==> config.mk <==
export PLATFORM = sky130hd
export DESIGN_NAME = scsi_isu
export DESIGN_NICKNAME = d
export VERILOG_FILES = /design/src/rtl/scsi_isu_pkg.sv /design/src/rtl/scsi_isu_defer.sv /design/src/rtl/scsi_isu_irq.sv /design/src/rtl/scsi_isu_rdmux.sv /design/src/rtl/scsi_isu.sv
export SDC_FILE = /design/constraint.sdc
export NUM_CORES = 1
export LEC_CHECK = 0
export BUFFER_PORTS_ARGS = -buffer_cell sky130_fd_sc_hd__buf_2
export CAP_MARGIN = 25
export CORE_ASPECT_RATIO = 0.8
export CORE_UTILIZATION = 55
export CTS_CLUSTER_DIAMETER = 40
export DETAILED_ROUTE_END_ITERATION = 16
export GPL_TIMING_DRIVEN = 1
export PLACE_DENSITY = 0.87
export SETUP_SLACK_MARGIN = 0.05
export SYNTH_ARGS = -nofsm -noshare
export SYNTH_HDL_FRONTEND = slang
export SYNTH_SLANG_ARGS = --single-unit
==> constraint.sdc <==
create_clock -name clk -period 2.9 [get_ports clk]
set_input_delay 0.58 -clock clk [delete_from_list [all_inputs] [get_ports clk]]
set_output_delay 0.58 -clock clk [all_outputs]
set_load 0.1 [all_outputs]
==> src/rtl/scsi_isu_pkg.sv <==
package scsi_isu_pkg;

  // event kind codes
  typedef enum logic [2:0] {
    EVK_FUNC_DONE = 3'd0,
    EVK_BUS_SVC   = 3'd1,
    EVK_DISCONN   = 3'd2,
    EVK_BUS_RST   = 3'd3,
    EVK_CMD_DONE  = 3'd4
  } evt_kind_e;

  // register addresses
  localparam int ADR_CAUSE = 0;
  localparam int ADR_STAT  = 1;
  localparam int ADR_STEP  = 2;
  localparam int ADR_FLAGS = 3;
  localparam int ADR_TCLO  = 4;
  localparam int ADR_TCMID = 5;
  localparam int ADR_TCHI  = 6;
  localparam int ADR_CFG   = 7;
  localparam int ADR_CPL   = 8;
  localparam int TC_BYTES  = 3;

  // cause codes
  localparam logic [7:0] CAUSE_FC   = 8'h08;
  localparam logic [7:0] CAUSE_BS   = 8'h10;
  localparam logic [7:0] CAUSE_DISC = 8'h20;
  localparam logic [7:0] CAUSE_RST  = 8'h80;

  // status bits and codes
  localparam int         ST_INT_BIT = 7;
  localparam int         ST_TCZ_BIT = 4;
  localparam logic [7:0] ST_TCZ     = 8'h10;
  localparam logic [7:0] ST_PHS_STS = 8'h03;

  // sequence step codes
  localparam logic [7:0] STEP_DONE = 8'h04;

endpackage

==> src/rtl/scsi_isu_defer.sv <==
module scsi_isu_defer (
  input  logic       clk,
  input  logic       rst_n,
  input  logic       load,
  input  logic [7:0] load_stat,
  input  logic       take,
  output logic       pend,
  output logic [7:0] pend_stat
);

  always_ff @(posedge clk) begin
    if (!rst_n) begin
      pend      <= 1'b0;
      pend_stat <= 8'h00;
    end else if (load) begin
      pend      <= 1'b1;
      pend_stat <= load_stat;
    end else if (take) begin
      pend      <= 1'b0;
    end
  end

  AST_TAKE_ONLY_PENDING: assert property (@(posedge clk) disable iff (!rst_n)
    take |-> pend);

  AST_TAKE_CLEARS: assert property (@(posedge clk) disable iff (!rst_n)
    (take && !load) |=> !pend);

endmodule

==> src/rtl/scsi_isu_irq.sv <==
module scsi_isu_irq (
  input  logic clk,
  input  logic rst_n,
  input  logic raise,
  input  logic lower,
  output logic irq
);

  always_ff @(posedge clk) begin
    if (!rst_n)     irq <= 1'b0;
    else if (raise) irq <= 1'b1;
    else if (lower) irq <= 1'b0;
  end

  AST_RAISE_FROM_LOW: assert property (@(posedge clk) disable iff (!rst_n)
    raise |-> !irq);

  AST_LOWER_FROM_HIGH: assert property (@(posedge clk) disable iff (!rst_n)
    lower |-> irq);

endmodule

==> src/rtl/scsi_isu_rdmux.sv <==
module scsi_isu_rdmux
  import scsi_isu_pkg::*;
#(
  parameter int AW = 4
) (
  input  logic [AW-1:0]          addr,
  input  logic [7:0]             cause,
  input  logic [7:0]             stat,
  input  logic [7:0]             step,
  input  logic [7:0]             flags,
  input  logic [TC_BYTES-1:0][7:0] tc,
  input  logic [7:0]             cfg,
  input  logic [7:0]             cpl,
  output logic [7:0]             rdata
);

  always_comb begin
    rdata = 8'h00;
    if (addr == AW'(ADR_CAUSE)) rdata = cause;
    if (addr == AW'(ADR_STAT))  rdata = stat;
    if (addr == AW'(ADR_STEP))  rdata = step;
    if (addr == AW'(ADR_FLAGS)) rdata = flags;
    if (addr == AW'(ADR_CFG))   rdata = cfg;
    if (addr == AW'(ADR_CPL))   rdata = cpl;
    for (int i = 0; i < TC_BYTES; i++) begin
      if (addr == AW'(ADR_TCLO + i)) rdata = tc[i];
    end
  end

endmodule

==> src/rtl/scsi_isu.sv <==
module scsi_isu
  import scsi_isu_pkg::*;
#(
  parameter int         AW           = 4,
  parameter logic [7:0] CFG_INIT     = 8'h07,
  parameter int         RST_MASK_BIT = 6
) (
  input  logic          clk,
  input  logic          rst_n,
  input  logic [AW-1:0] host_addr,
  input  logic          host_rd,
  input  logic          host_wr,
  input  logic [7:0]    host_wdata,
  output logic [7:0]    host_rdata,
  input  logic          evt_valid,
  input  logic [2:0]    evt_kind,
  input  logic [2:0]    evt_phase,
  input  logic [7:0]    evt_cstat,
  output logic          irq
);

  logic [7:0] cause_q, stat_q, step_q, flags_q, cfg_q, cpl_q;
  logic [TC_BYTES-1:0][7:0] tc_q;
  logic [7:0] cause_n, stat_n, step_n, flags_n, cfg_n, cpl_n;
  logic [TC_BYTES-1:0][7:0] tc_n;

  logic       rd_cause;
  logic       int_after_rd;
  logic       is_cmd_done;
  logic       evt_cpl;
  logic       pend_take;
  logic       pend_load;
  logic       cpl_go;
  logic [7:0] cpl_val;
  logic       pend_q;
  logic [7:0] pend_stat_q;
  logic       raise_req, lower_req;

  assign rd_cause     = host_rd && (host_addr == AW'(ADR_CAUSE));
  assign int_after_rd = rd_cause ? 1'b0 : stat_q[ST_INT_BIT];
  assign is_cmd_done  = evt_valid && (evt_kind == EVK_CMD_DONE);
  assign pend_take    = rd_cause && pend_q;
  assign evt_cpl      = is_cmd_done && !int_after_rd && !pend_take;
  assign pend_load    = is_cmd_done && !evt_cpl;
  assign cpl_go       = pend_take || evt_cpl;
  assign cpl_val      = pend_take ? pend_stat_q : evt_cstat;

  // ordered next-state chain: host write, read clear, completion, event
  always_comb begin
    cause_n = cause_q;
    stat_n  = stat_q;
    step_n  = step_q;
    flags_n = flags_q;
    tc_n    = tc_q;
    cfg_n   = cfg_q;
    cpl_n   = cpl_q;

    if (host_wr) begin
      if (host_addr == AW'(ADR_FLAGS)) flags_n = host_wdata;
      if (host_addr == AW'(ADR_CFG))   cfg_n   = host_wdata;
      for (int i = 0; i < TC_BYTES; i++) begin
        if (host_addr == AW'(ADR_TCLO + i)) tc_n[i] = host_wdata;
      end
    end

    if (rd_cause) begin
      cause_n             = 8'h00;
      stat_n[ST_INT_BIT]  = 1'b0;
      stat_n[ST_TCZ_BIT]  = 1'b0;
      step_n              = STEP_DONE;
    end

    if (cpl_go) begin
      stat_n             = ST_PHS_STS | ST_TCZ;
      cause_n            = CAUSE_BS;
      step_n             = 8'h00;
      flags_n            = 8'h00;
      tc_n               = '0;
      cpl_n              = cpl_val;
      stat_n[ST_INT_BIT] = 1'b1;
    end

    if (evt_valid) begin
      case (evt_kind)
        EVK_FUNC_DONE: begin
          cause_n            = CAUSE_FC;
          step_n             = 8'h00;
          stat_n[ST_INT_BIT] = 1'b1;
        end
        EVK_BUS_SVC: begin
          cause_n            = CAUSE_FC | CAUSE_BS;
          stat_n             = ST_TCZ | {5'b0, evt_phase};
          step_n             = STEP_DONE;
          stat_n[ST_INT_BIT] = 1'b1;
        end
        EVK_DISCONN: begin
          stat_n             = 8'h00;
          cause_n            = CAUSE_DISC;
          step_n             = 8'h00;
          stat_n[ST_INT_BIT] = 1'b1;
        end
        EVK_BUS_RST: begin
          cause_n = CAUSE_RST;
          if (!cfg_q[RST_MASK_BIT]) stat_n[ST_INT_BIT] = 1'b1;
        end
        default: ;
      endcase
    end
  end

  assign raise_req = stat_n[ST_INT_BIT] && !stat_q[ST_INT_BIT];
  assign lower_req = !stat_n[ST_INT_BIT] && stat_q[ST_INT_BIT];

  always_ff @(posedge clk) begin
    if (!rst_n) begin
      cause_q <= 8'h00;
      stat_q  <= 8'h00;
      step_q  <= 8'h00;
      flags_q <= 8'h00;
      tc_q    <= '0;
      cfg_q   <= CFG_INIT;
      cpl_q   <= 8'h00;
    end else begin
      cause_q <= cause_n;
      stat_q  <= stat_n;
      step_q  <= step_n;
      flags_q <= flags_n;
      tc_q    <= tc_n;
      cfg_q   <= cfg_n;
      cpl_q   <= cpl_n;
    end
  end

  scsi_isu_defer u_defer (
    .clk       (clk),
    .rst_n     (rst_n),
    .load      (pend_load),
    .load_stat (evt_cstat),
    .take      (pend_take),
    .pend      (pend_q),
    .pend_stat (pend_stat_q)
  );

  scsi_isu_irq u_irq (
    .clk   (clk),
    .rst_n (rst_n),
    .raise (raise_req),
    .lower (lower_req),
    .irq   (irq)
  );

  scsi_isu_rdmux #(.AW(AW)) u_rdmux (
    .addr  (host_addr),
    .cause (cause_q),
    .stat  (stat_q),
    .step  (step_q),
    .flags (flags_q),
    .tc    (tc_q),
    .cfg   (cfg_q),
    .cpl   (cpl_q),
    .rdata (host_rdata)
  );

  AST_IRQ_TRACKS_STATUS: assert property (@(posedge clk) disable iff (!rst_n)
    irq == stat_q[ST_INT_BIT]);

  AST_READ_DROPS_IRQ: assert property (@(posedge clk) disable iff (!rst_n)
    (rd_cause && !evt_valid && !pend_q) |=> (!irq && cause_q == 8'h00 && step_q == STEP_DONE));

  AST_DEFER_HOLDS: assert property (@(posedge clk) disable iff (!rst_n)
    (is_cmd_done && stat_q[ST_INT_BIT] && !rd_cause) |=> (pend_q && $stable(cause_q) && $stable(stat_q) && $stable(cpl_q)));

  AST_DEFER_APPLIES: assert property (@(posedge clk) disable iff (!rst_n)
    (rd_cause && pend_q && !evt_valid) |=> (cause_q == CAUSE_BS && irq && !pend_q));

  AST_RST_MASKED: assert property (@(posedge clk) disable iff (!rst_n)
    (evt_valid && evt_kind == EVK_BUS_RST && cfg_q[RST_MASK_BIT] && !stat_q[ST_INT_BIT] && !rd_cause) |=> !irq);

  AST_EVENT_AFTER_READ: assert property (@(posedge clk) disable iff (!rst_n)
    (rd_cause && evt_valid && evt_kind == EVK_DISCONN) |=> (irq && cause_q == CAUSE_DISC));

endmodule

==> qor.txt, run 1 <==
Pre-antenna DRT Iters: 5
FFs w/ async S/R, synth: 0%
Ratio of final minimum period to clock period: 95.1%
Routability congestion estimate: 0.962
Longest Clk Path Bufs: 2
Max-cap viol count: 0
Row count: 26
Slew Limit Fails: 0
CP startpoint kind: input port
Die W: 94.8 um
Sequential share of the synthesized area: 43.3%
WL final: 10200 um
Die H: 76.3 um
LEAKAGE: 1.66 nW
Avg Vias per Cell: 6.40
Outcome: finished, final reports clean
Placed Cells: 555
YS warnings: 0
Remaining global-route overflow: 0
CP Data Required Time: 2.32 ns
DR DRC count: 0
Via count: 3634
Reg-to-Reg End: tc_q[12]
DRT iter0 DRCs: 411
HP Class: in2reg
Hold path cells: 2
P&R area growth vs syn: 17.5%
Max Freq: 363 MHz
Commonest non-fill, non-tap cell in the layout: dfxtp_1
# setup viols final: 0
CP max FO: 14
Hold path endpoint: stat_q[2]
Reg2Reg Depth: 5
Min Tclk post-route: 2.76 ns
Dominant synthesized flop cell: dfxtp_1
RSZ-0062 raised after global routing: no
Final Hold Vio Count: 0
Post-Synthesis Cells: 446
Tightest Pin Transition: 0.620 ns
Max H-tree Level: 3
Post-detail-place hpwl: 7100 um
PD cells: 526 nW/um2
Hold_buf cts: 0
Vias in the first global route: 3202
IR Drop Worst-Case VDD: 0.376 mV
Global-route usage over all layers: 29.9%
Root buffer cell: clkbuf_8
Diode count: 0
Input/output buffers: 39
Max_slew headroom: 58.6%
Crit Path Class: in2out
Postcts setup bufs: 0
Flop-to-flop setup slack: 0.94 ns
Starting Density: 58.3%
Syn_nets: 478
CTS tree: yes
Largest net degree at the start of global routing: 35
TNS Setup: 0 ns
Min-delay src: evt_phase[2]
Clock slew at reported path FFs: 0.07 ns
TritonCTS Buffers: 9
Worst endpoint data arrival time: 2.18 ns
I/O pins: 40
Share of cells above drive strength 1: 19.0%
Post-synth EDFFs: 0
Critical Path End Type: output pin
Antenna violations before repair: 0
Fin util: 68.5%
Synthesized cell area: 3790 um2
Die area: 7230 um2
Non-Filler Instances: 568
Avg Inst Size Synth: 8.50 um2
Core Area: 6510 um2
Distinct cell type count after synthesis: 45
Clk_lat worst skew: 0.35 ns
Clock Skew: 0.00805 ns
Leading cell types in the layout, fill and taps excluded: dfxtp_1 (82), nand2_1 (69), o21ai_0 (50)
Final nets: 514
Routed Antenna Nets: 0
Clock sink count: 82
Number of synthesized register bits: 82
WL per Instance: 17.9 um
Reg2reg start: stat_q[7]
First-pass GRT wire length: 16500 um
## where the power goes
part           switching, mW  internal [mW]  leakage (nW)  total, mW
clock                  0.378          0.467         0.101      0.846
sequential            0.0116           1.14         0.663       1.16
combinational          0.227          0.115         0.897      0.341
## registers in the layout, summed over array words and instances (netlist names)
name / flops
stat_q: 8
u_defer.pend_stat: 8
step_q: 8
u_irq.irq: 1
u_defer.pend: 1
cfg_q: 8
flags_q: 8
cause_q: 8
cpl_q: 8
tc_q: 24
## timing repair
item | in CTS | in global routing
gates resized for setup | 1 | 10
pin swaps | 0 | 3
setup endpoints to repair | 1 | 8
## metal layers
metal,GRT usage [%],wire length (um),vias up
li1,-,-,1671
met1,41.4,4160,1704
met2,43.8,4580,224
met3,7.98,1140,35
met4,12.6,303,0
met5,0,0,-
## worst max path at each step
stage	from	end	slack, ns
6_report	host_addr[1]	host_rdata[0]	0.14
5_1_grt	host_addr[3]	host_rdata[0]	0.04
4_1_cts	host_addr[2]	host_rdata[3]	0.06
3_5_place_dp	host_addr[1]	host_rdata[6]	0.06
3_3_place_gp	host_addr[1]	host_rdata[6]	0.12
2_1_floorplan	host_addr[2]	host_rdata[0]	-0.47
## metrics by stage
step / setup WS [ns] / power [mW] / area [um2] / hold WS (ns)
after floorplan: -0.473 / 1.40 / 3880 / 0.429
after global placement: 0.115 / 1.50 / 4230 / 0.441
after detailed placement: 0.0630 / 1.51 / 4230 / 0.444
after CTS: 0.0641 / 2.34 / 4420 / 0.442
after global routing: 0.0362 / 2.43 / 4460 / 0.448
final: 0.142 / 2.34 / 4460 / 0.449
## kinds of logic (layout without fill, tap and decap cells)
| logic type | Yosys count | count (layout) | share of synthesized area (%) |
|---|---|---|---|
| xor gates and xnor gates | 1 | 1 | 0.231 |
| and+or+nand+nor | 156 | 156 | 19.5 |
| muxes | 35 | 35 | 9.27 |
| AOI/OAI and AO/OA | 138 | 138 | 23.2 |
| DFF | 82 | 82 | 43.3 |
| adders and majority gates | 1 | 1 | 0.330 |
| buffers and inverters | 33 | 71 | 4.16 |
## cell usage after synthesis (5+ instances only)
master | instances | share of area, %
dfxtp_1 | 82 | 43
nand2_1 | 69 | 6.8
o21ai_0 | 50 | 6.6
mux2i_1 | 34 | 9.0
nor2_1 | 33 | 3.3
a21oi_1 | 28 | 3.7
nand3_1 | 15 | 2.0
a31oi_1 | 14 | 2.3
and2_1 | 12 | 2.0
buf_2 | 12 | 1.6
o22ai_1 | 10 | 1.7
a221o_1 | 9 | 2.4
clkbuf_1 | 9 | 0.89
o2bb2ai_1 | 9 | 2.1
o211ai_1 | 8 | 1.6
nand2b_1 | 6 | 0.99
nor2_2 | 5 | 0.83
## area by class of cell
| type | count | area, um2 |
|---|---|---|
| multi-input combinational | 331 | 2050 |
| fill | 514 | 2050 |
| sequential | 82 | 1640 |
| timing repair buffer | 52 | 438 |
| clock buffer | 9 | 124 |
| tap | 84 | 105 |
| clock inverter | 4 | 70.1 |
| inverter | 6 | 22.5 |
## worst max-delay path: stages
cell	delay (ns)
clkbuf_4	0.20
buf_4	0.20
mux2i_1	0.15
o2bb2ai_2	0.16
nand2_1	0.12
a221o_1	0.31
o211ai_1	0.18
clkbuf_16	0.27
No activity file was read; power rests on OpenSTA's default activity.
==> run 2, diff against run 1 <==
--- a/config.mk
+++ b/config.mk
@@ -14,3 +14,3 @@
 export GPL_TIMING_DRIVEN = 1
-export PLACE_DENSITY = 0.87
+export PLACE_DENSITY = 0.75
 export SETUP_SLACK_MARGIN = 0.05
--- a/constraint.sdc
+++ b/constraint.sdc
@@ -3,2 +3,2 @@
 set_output_delay 0.58 -clock clk [all_outputs]
-set_load 0.1 [all_outputs]
+set_load 0.05 [all_outputs]
==> qor.txt, run 2 (synthesis results as in run 1) <==
PD cells: 559 nW/um2 (+6.3%)
CP startpoint kind: input port
Longest Clk Path Bufs: 2 (unchanged)
Largest net degree at the start of global routing: 35 (unchanged)
Max stage delay on crit path: 0.32 ns (about the same)
Max H-tree Level: 3 (unchanged)
P&R area growth vs syn: 15.3%
FF+latch area: 1640 um2 (unchanged)
Design area: 4370 um2 (-1.9%)
Clock sink count: 82 (unchanged)
Vias in the first global route: 3332 (+4.1%)
Final WS setup: 0.159 ns (+0.0165 ns)
WL final: 10500 um (+3.1%)
Top reg by flops: tc_q
Outcome: finished, final reports clean
Pre-CTS setup slack: 0.154 ns (+0.0908 ns)
Clock slew at reported path FFs: 0.08 ns (about the same)
I/O pins: 40 (unchanged)
Starting Density: 58.3% (unchanged)
DR DRC count: 0 (unchanged)
Worst endpoint data arrival time: 2.16 ns (-0.02 ns)
Max FFs per register: 24 (unchanged)
Multi-input logic area: 2000 um2 (-2.7%)
DRT iter0 DRCs: 335 (-18%)
DP Area: 4130 um2 (-2.4%)
Crit Path Class: in2out
Slowest-stage cell, CP: buf_2
# setup viols final: 0 (unchanged)
HP Class: in2reg
Input/output buffers: 39 (unchanged)
Postcts setup bufs: 0 (unchanged)
Hold_buf cts: 0 (unchanged)
First-pass GRT wire length: 17100 um (+3.6%)
Pre-antenna DRT Iters: 5 (unchanged)
RSZ-0062 raised after global routing: no
Via count: 3579 (-1.5%)
Post-detail-place hpwl: 7400 um (+4.2%)
Final nets: 521 (+1.4%)
Die W: 94.8 um (unchanged)
CTS tree: yes
Routed Antenna Nets: 0 (unchanged)
Antenna violations before repair: 0 (unchanged)
CP Data Required Time: 2.32 ns (about the same)
Worst path cell trace: buf_2 -> nor2b_1 -> buf_12 -> a21oi_1 -> o221a_2 -> a221oi_2 -> buf_2
Critical Path End Type: output pin
Root buffer cell: clkbuf_8
TNS Setup: 0 ns (unchanged)
Slew Limit Fails: 0 (unchanged)
TritonCTS Buffers: 9 (unchanged)
Commonest non-fill, non-tap cell in the layout: dfxtp_1
Clock Skew: 0.00800 ns (-0.0000532 ns)
Core Area: 6510 um2 (unchanged)
Hold path cells: 2 (unchanged)
Max_slew headroom: 48.9% (-9.7 points)
Share of cells above drive strength 1: 18.1% (-0.96 points)
IR Drop Worst-Case VDD: 0.401 mV (+6.7%)
Final Hold Vio Count: 0 (unchanged)
CP max FO: 25 (+11)
Avg Vias per Cell: 6.20 (-3.0%)
Row count: 26 (unchanged)
Max Freq: 365 MHz (+0.60%)
Die area: 7230 um2 (unchanged)
Remaining global-route overflow: 0 (unchanged)
Min Tclk post-route: 2.74 ns (-0.0165 ns)
Reg2Reg Depth: 7 (+2)
LEAKAGE: 1.67 nW (+0.67%)
WL per Instance: 18.2 um (+1.4%)
Die H: 76.3 um (unchanged)
Tightest Pin Transition: 0.766 ns (+0.146 ns)
Leading cell types in the layout, fill and taps excluded: dfxtp_1 (82), nand2_1 (69), o21ai_0 (50)
Number of fill cells: 559 (+8.8%)
Most frequent CP cell: buf_2
Max-cap viol count: 0 (unchanged)
Clk_lat worst skew: 0.37 ns (+0.02 ns)
Ratio of final minimum period to clock period: 94.5% (-0.57 points)
Routability congestion estimate: 0.966 (+0.41%)
Diode count: 0 (unchanged)
Global-route usage over all layers: 31.3% (+1.3 points)
Resize count post-CTS: 0 (-1)
## run 2: final cells by class
cell class                 instances  area share (%)
multi-input combinational        331            45.7
clock inverter                     4            2.26
inverter                           6           0.515
tap                               84            2.40
timing repair buffer              59            8.30
sequential                        82            37.6
clock buffer                      11            3.24
## run 2: per-stage QoR
stage          power (mW)  util, %  std cells  hold slack (ns)
5_1_grt              2.53     67.2        577            0.429
3_5_place_dp         1.45     63.4        562            0.445
2_1_floorplan        1.36        -        446            0.429
4_1_cts              2.44     67.1        577            0.428
3_3_place_gp         1.45     63.4        562            0.442
6_report             2.44     67.2        577            0.434
## run 2: layer usage
metal / global-route usage [%] / wire (um) / vias up
met5: 0 / 0 / -
met4: 8.79 / 191 / 0
met3: 9.18 / 930 / 22
met2: 46.0 / 4620 / 168
met1: 44.2 / 4750 / 1701
li1: - / - / 1688
## run 2: final timing paths
path	slack, ns	endpoint	startpoint
worst max-delay path	0.16	host_rdata[5]	host_addr[2]
worst min-delay path	0.43	stat_q[2]	evt_phase[2]
worst max register to register	1.22	u_irq.irq	u_defer.pend
worst min register to register	0.47	step_q[1]	step_q[1]
## run 2: where the power goes
group | switching (mW) | internal [mW]
registers | 0.0121 | 1.14
logic | 0.182 | 0.0928
clock network | 0.419 | 0.594
total | 0.613 | 1.83
## run 2: worst max-delay path, delay by kind of cell
family | cells | cell delay (ns)
buffers and inverters | 3 | 0.74
AND/OR/NAND/NOR | 1 | 0.26
AO/OA/AOI/OAI | 3 | 0.57
==> run 3, diff against run 2 <==
- CORE_UTILIZATION: 55 -> 53
- PLACE_DENSITY: 0.75 -> 0.76
- SLEW_MARGIN: not set -> 25
- clock period: 2.9 -> 2.5 ns (I/O delays scaled with it)
==> qor.txt, run 3 (synthesis results as in run 1) <==
Outcome: finished, final reports clean
Routed wl met3: 681 um (-27%)
Routed Antenna Nets: 0 (unchanged)
IR Drop Worst-Case VDD: 0.374 mV (-6.8%)
Placed Cells: 581 (+3.4%)
Slew Limit Fails: 0 (unchanged)
Met2 WL: 4600 um (-0.41%)
LEAKAGE: 1.77 nW (+5.6%)
Design area: 4570 um2 (+4.6%)
Starting Density: 55.0% (-3.3 points)
Leading cell types in the layout, fill and taps excluded: dfxtp_1 (82), nand2_1 (69), o21ai_0 (50)
Die area: 7500 um2 (+3.7%)
WL per Instance: 17.4 um (-4.2%)
Min-delay src: evt_phase[2]
# setup viols final: 0 (unchanged)
Share of cells above drive strength 1: 22.7% (+4.7 points)
Tightest Pin Transition: 0.596 ns (-0.170 ns)
CP max FO: 14 (-44%)
CTS tree: yes
M1 WL: 4790 um (+0.80%)
Diode count: 0 (unchanged)
FF+latch area: 1640 um2 (unchanged)
Worst hold margin: 0.353 ns (-0.0802 ns)
Number of fill cells: 587 (+5.0%)
Top reg by flops: tc_q
Multi-input logic area: 2060 um2 (+3.3%)
Largest net degree at the start of global routing: 35 (unchanged)
Core Area: 6890 um2 (+5.9%)
Postcts setup bufs: 0 (unchanged)
DRT iter0 DRCs: 283 (-16%)
Critical Path End Type: output pin
Max_slew headroom: 60.0% (+11 points)
Antenna violations before repair: 0 (unchanged)
Avg Vias per Cell: 6.04 (-2.6%)
CP Data Required Time: 2.00 ns (-0.32 ns)
I/O pins: 40 (unchanged)
Row count: 27 (+3.8%)
Final Hold Vio Count: 0 (unchanged)
Reg2reg start: stat_q[7]
Routability congestion estimate: 0.910 (-5.8%)
Final nets: 537 (+3.1%)
Post-detail-place hpwl: 7320 um (-0.99%)
TritonCTS Buffers: 9 (unchanged)
Non-Filler Instances: 597 (+3.5%)
Max-cap viol count: 0 (unchanged)
Clock slew at reported path FFs: 0.08 ns (about the same)
Crit path launch: host_addr[2]
Max FFs per register: 24 (unchanged)
Vias in the first global route: 3365 (+0.99%)
Max H-tree Level: 3 (unchanged)
RSZ-0062 raised after global routing: no
Clock Skew: 0.00582 ns (-0.00218 ns)
CP startpoint kind: input port
Min Tclk post-route: 2.44 ns
DP Area: 4270 um2 (+3.6%)
Input/output buffers: 39 (unchanged)
First-pass GRT wire length: 16600 um (-2.9%)
Die H: 77.6 um (+1.8%)
P&R area growth vs syn: 20.5%
Crit Path Class: in2out
Worst endpoint data arrival time: 1.94 ns (-0.22 ns)
Remaining global-route overflow: 0 (unchanged)
WL final: 10400 um (-0.90%)
Top sig layer: met4
Hold_buf cts: 0 (unchanged)
Ratio of final minimum period to clock period: 97.5%
Commonest non-fill, non-tap cell in the layout: dfxtp_1
Max Freq: 410 MHz
Die W: 96.6 um (+1.8%)
Clock sink count: 82 (unchanged)
PD cells: 595 nW/um2 (+6.5%)
Longest Clk Path Bufs: 2 (unchanged)
Clk_lat worst skew: 0.36 ns (about the same)
HP Class: in2reg
Root buffer cell: clkbuf_8
Via count: 3607 (+0.78%)
Global-route usage over all layers: 29.4% (-1.8 points)
DR DRC count: 0 (unchanged)
Pre-antenna DRT Iters: 4 (-1)
run 3: cell types whose count changed in the layout (fill, tap and decap cells not counted), sizes merged:
| cell | change |
|---|---|
| buf | +17 |
| bufinv | -2 |
| clkbuf | +1 |
| clkinv | +1 |
| clkinvlp | +1 |
| inv | -1 |
run 3: power breakdown:
part | total [mW] | internal (mW) | switching [mW]
logic | 0.359 | 0.133 | 0.226
registers | 1.34 | 1.33 | 0.0141
clock network | 1.02 | 0.546 | 0.475
total | 2.72 | 2.01 | 0.715
run 3: worst paths after layout:
path	endpoint	slack, ns	cells past startpoint
worst min register to register	u_defer.pend	0.46	2
worst min-delay path	stat_q[2]	0.35	2
worst max register to register	cpl_q[7]	0.81	5
worst max-delay path	host_rdata[2]	0.06	8
run 3: final cells by class:
| cell class | instances | share of cell area (%) |
|---|---|---|
| well taps | 87 | 2.38 |
| clock inverters | 3 | 1.01 |
| repair buffers | 75 | 11.3 |
| clock buffers | 13 | 3.70 |
| flip-flops and latches | 82 | 35.9 |
| inverters | 6 | 0.493 |
| multi-input cells | 331 | 45.2 |
run 3: per-layer routing:
layer | vias to the layer above | track usage (%)
met4 | 0 | 11.2
met2 | 151 | 43.1
met5 | - | 0
li1 | 1718 | -
met1 | 1710 | 41.0
met3 | 28 | 7.94
run 3: stage by stage:
| stage | TNS, ns | utilization [%] | total power, mW | worst slack (ns) |
|---|---|---|---|---|
| 4_1_cts | 0 | 65.5 | 2.71 | 0.0305 |
| 2_1_floorplan | -0.128 | - | 1.59 | -0.0367 |
| 3_3_place_gp | 0 | 62.0 | 1.70 | 0.0372 |
| 6_report | 0 | 66.3 | 2.72 | 0.0629 |
| 3_5_place_dp | 0 | 62.0 | 1.70 | 0.00937 |
| 5_1_grt | 0 | 66.3 | 2.81 | 0.0556 |
run 3: worst max-delay path: stages:
cell	delay, ns
buf_4	0.19
nor2b_4	0.21
buf_6	0.17
o21ai_0	0.14
a21oi_2	0.17
a31oi_1	0.06
o211ai_1	0.24
buf_4	0.24
run 3: what timing repair did:
| item | in CTS | in global routing |
|---|---|---|
| resized for setup | 10 | 17 |
| endpoints found under the setup margin | 8 | 8 |
| pin swaps | 0 | 5 |
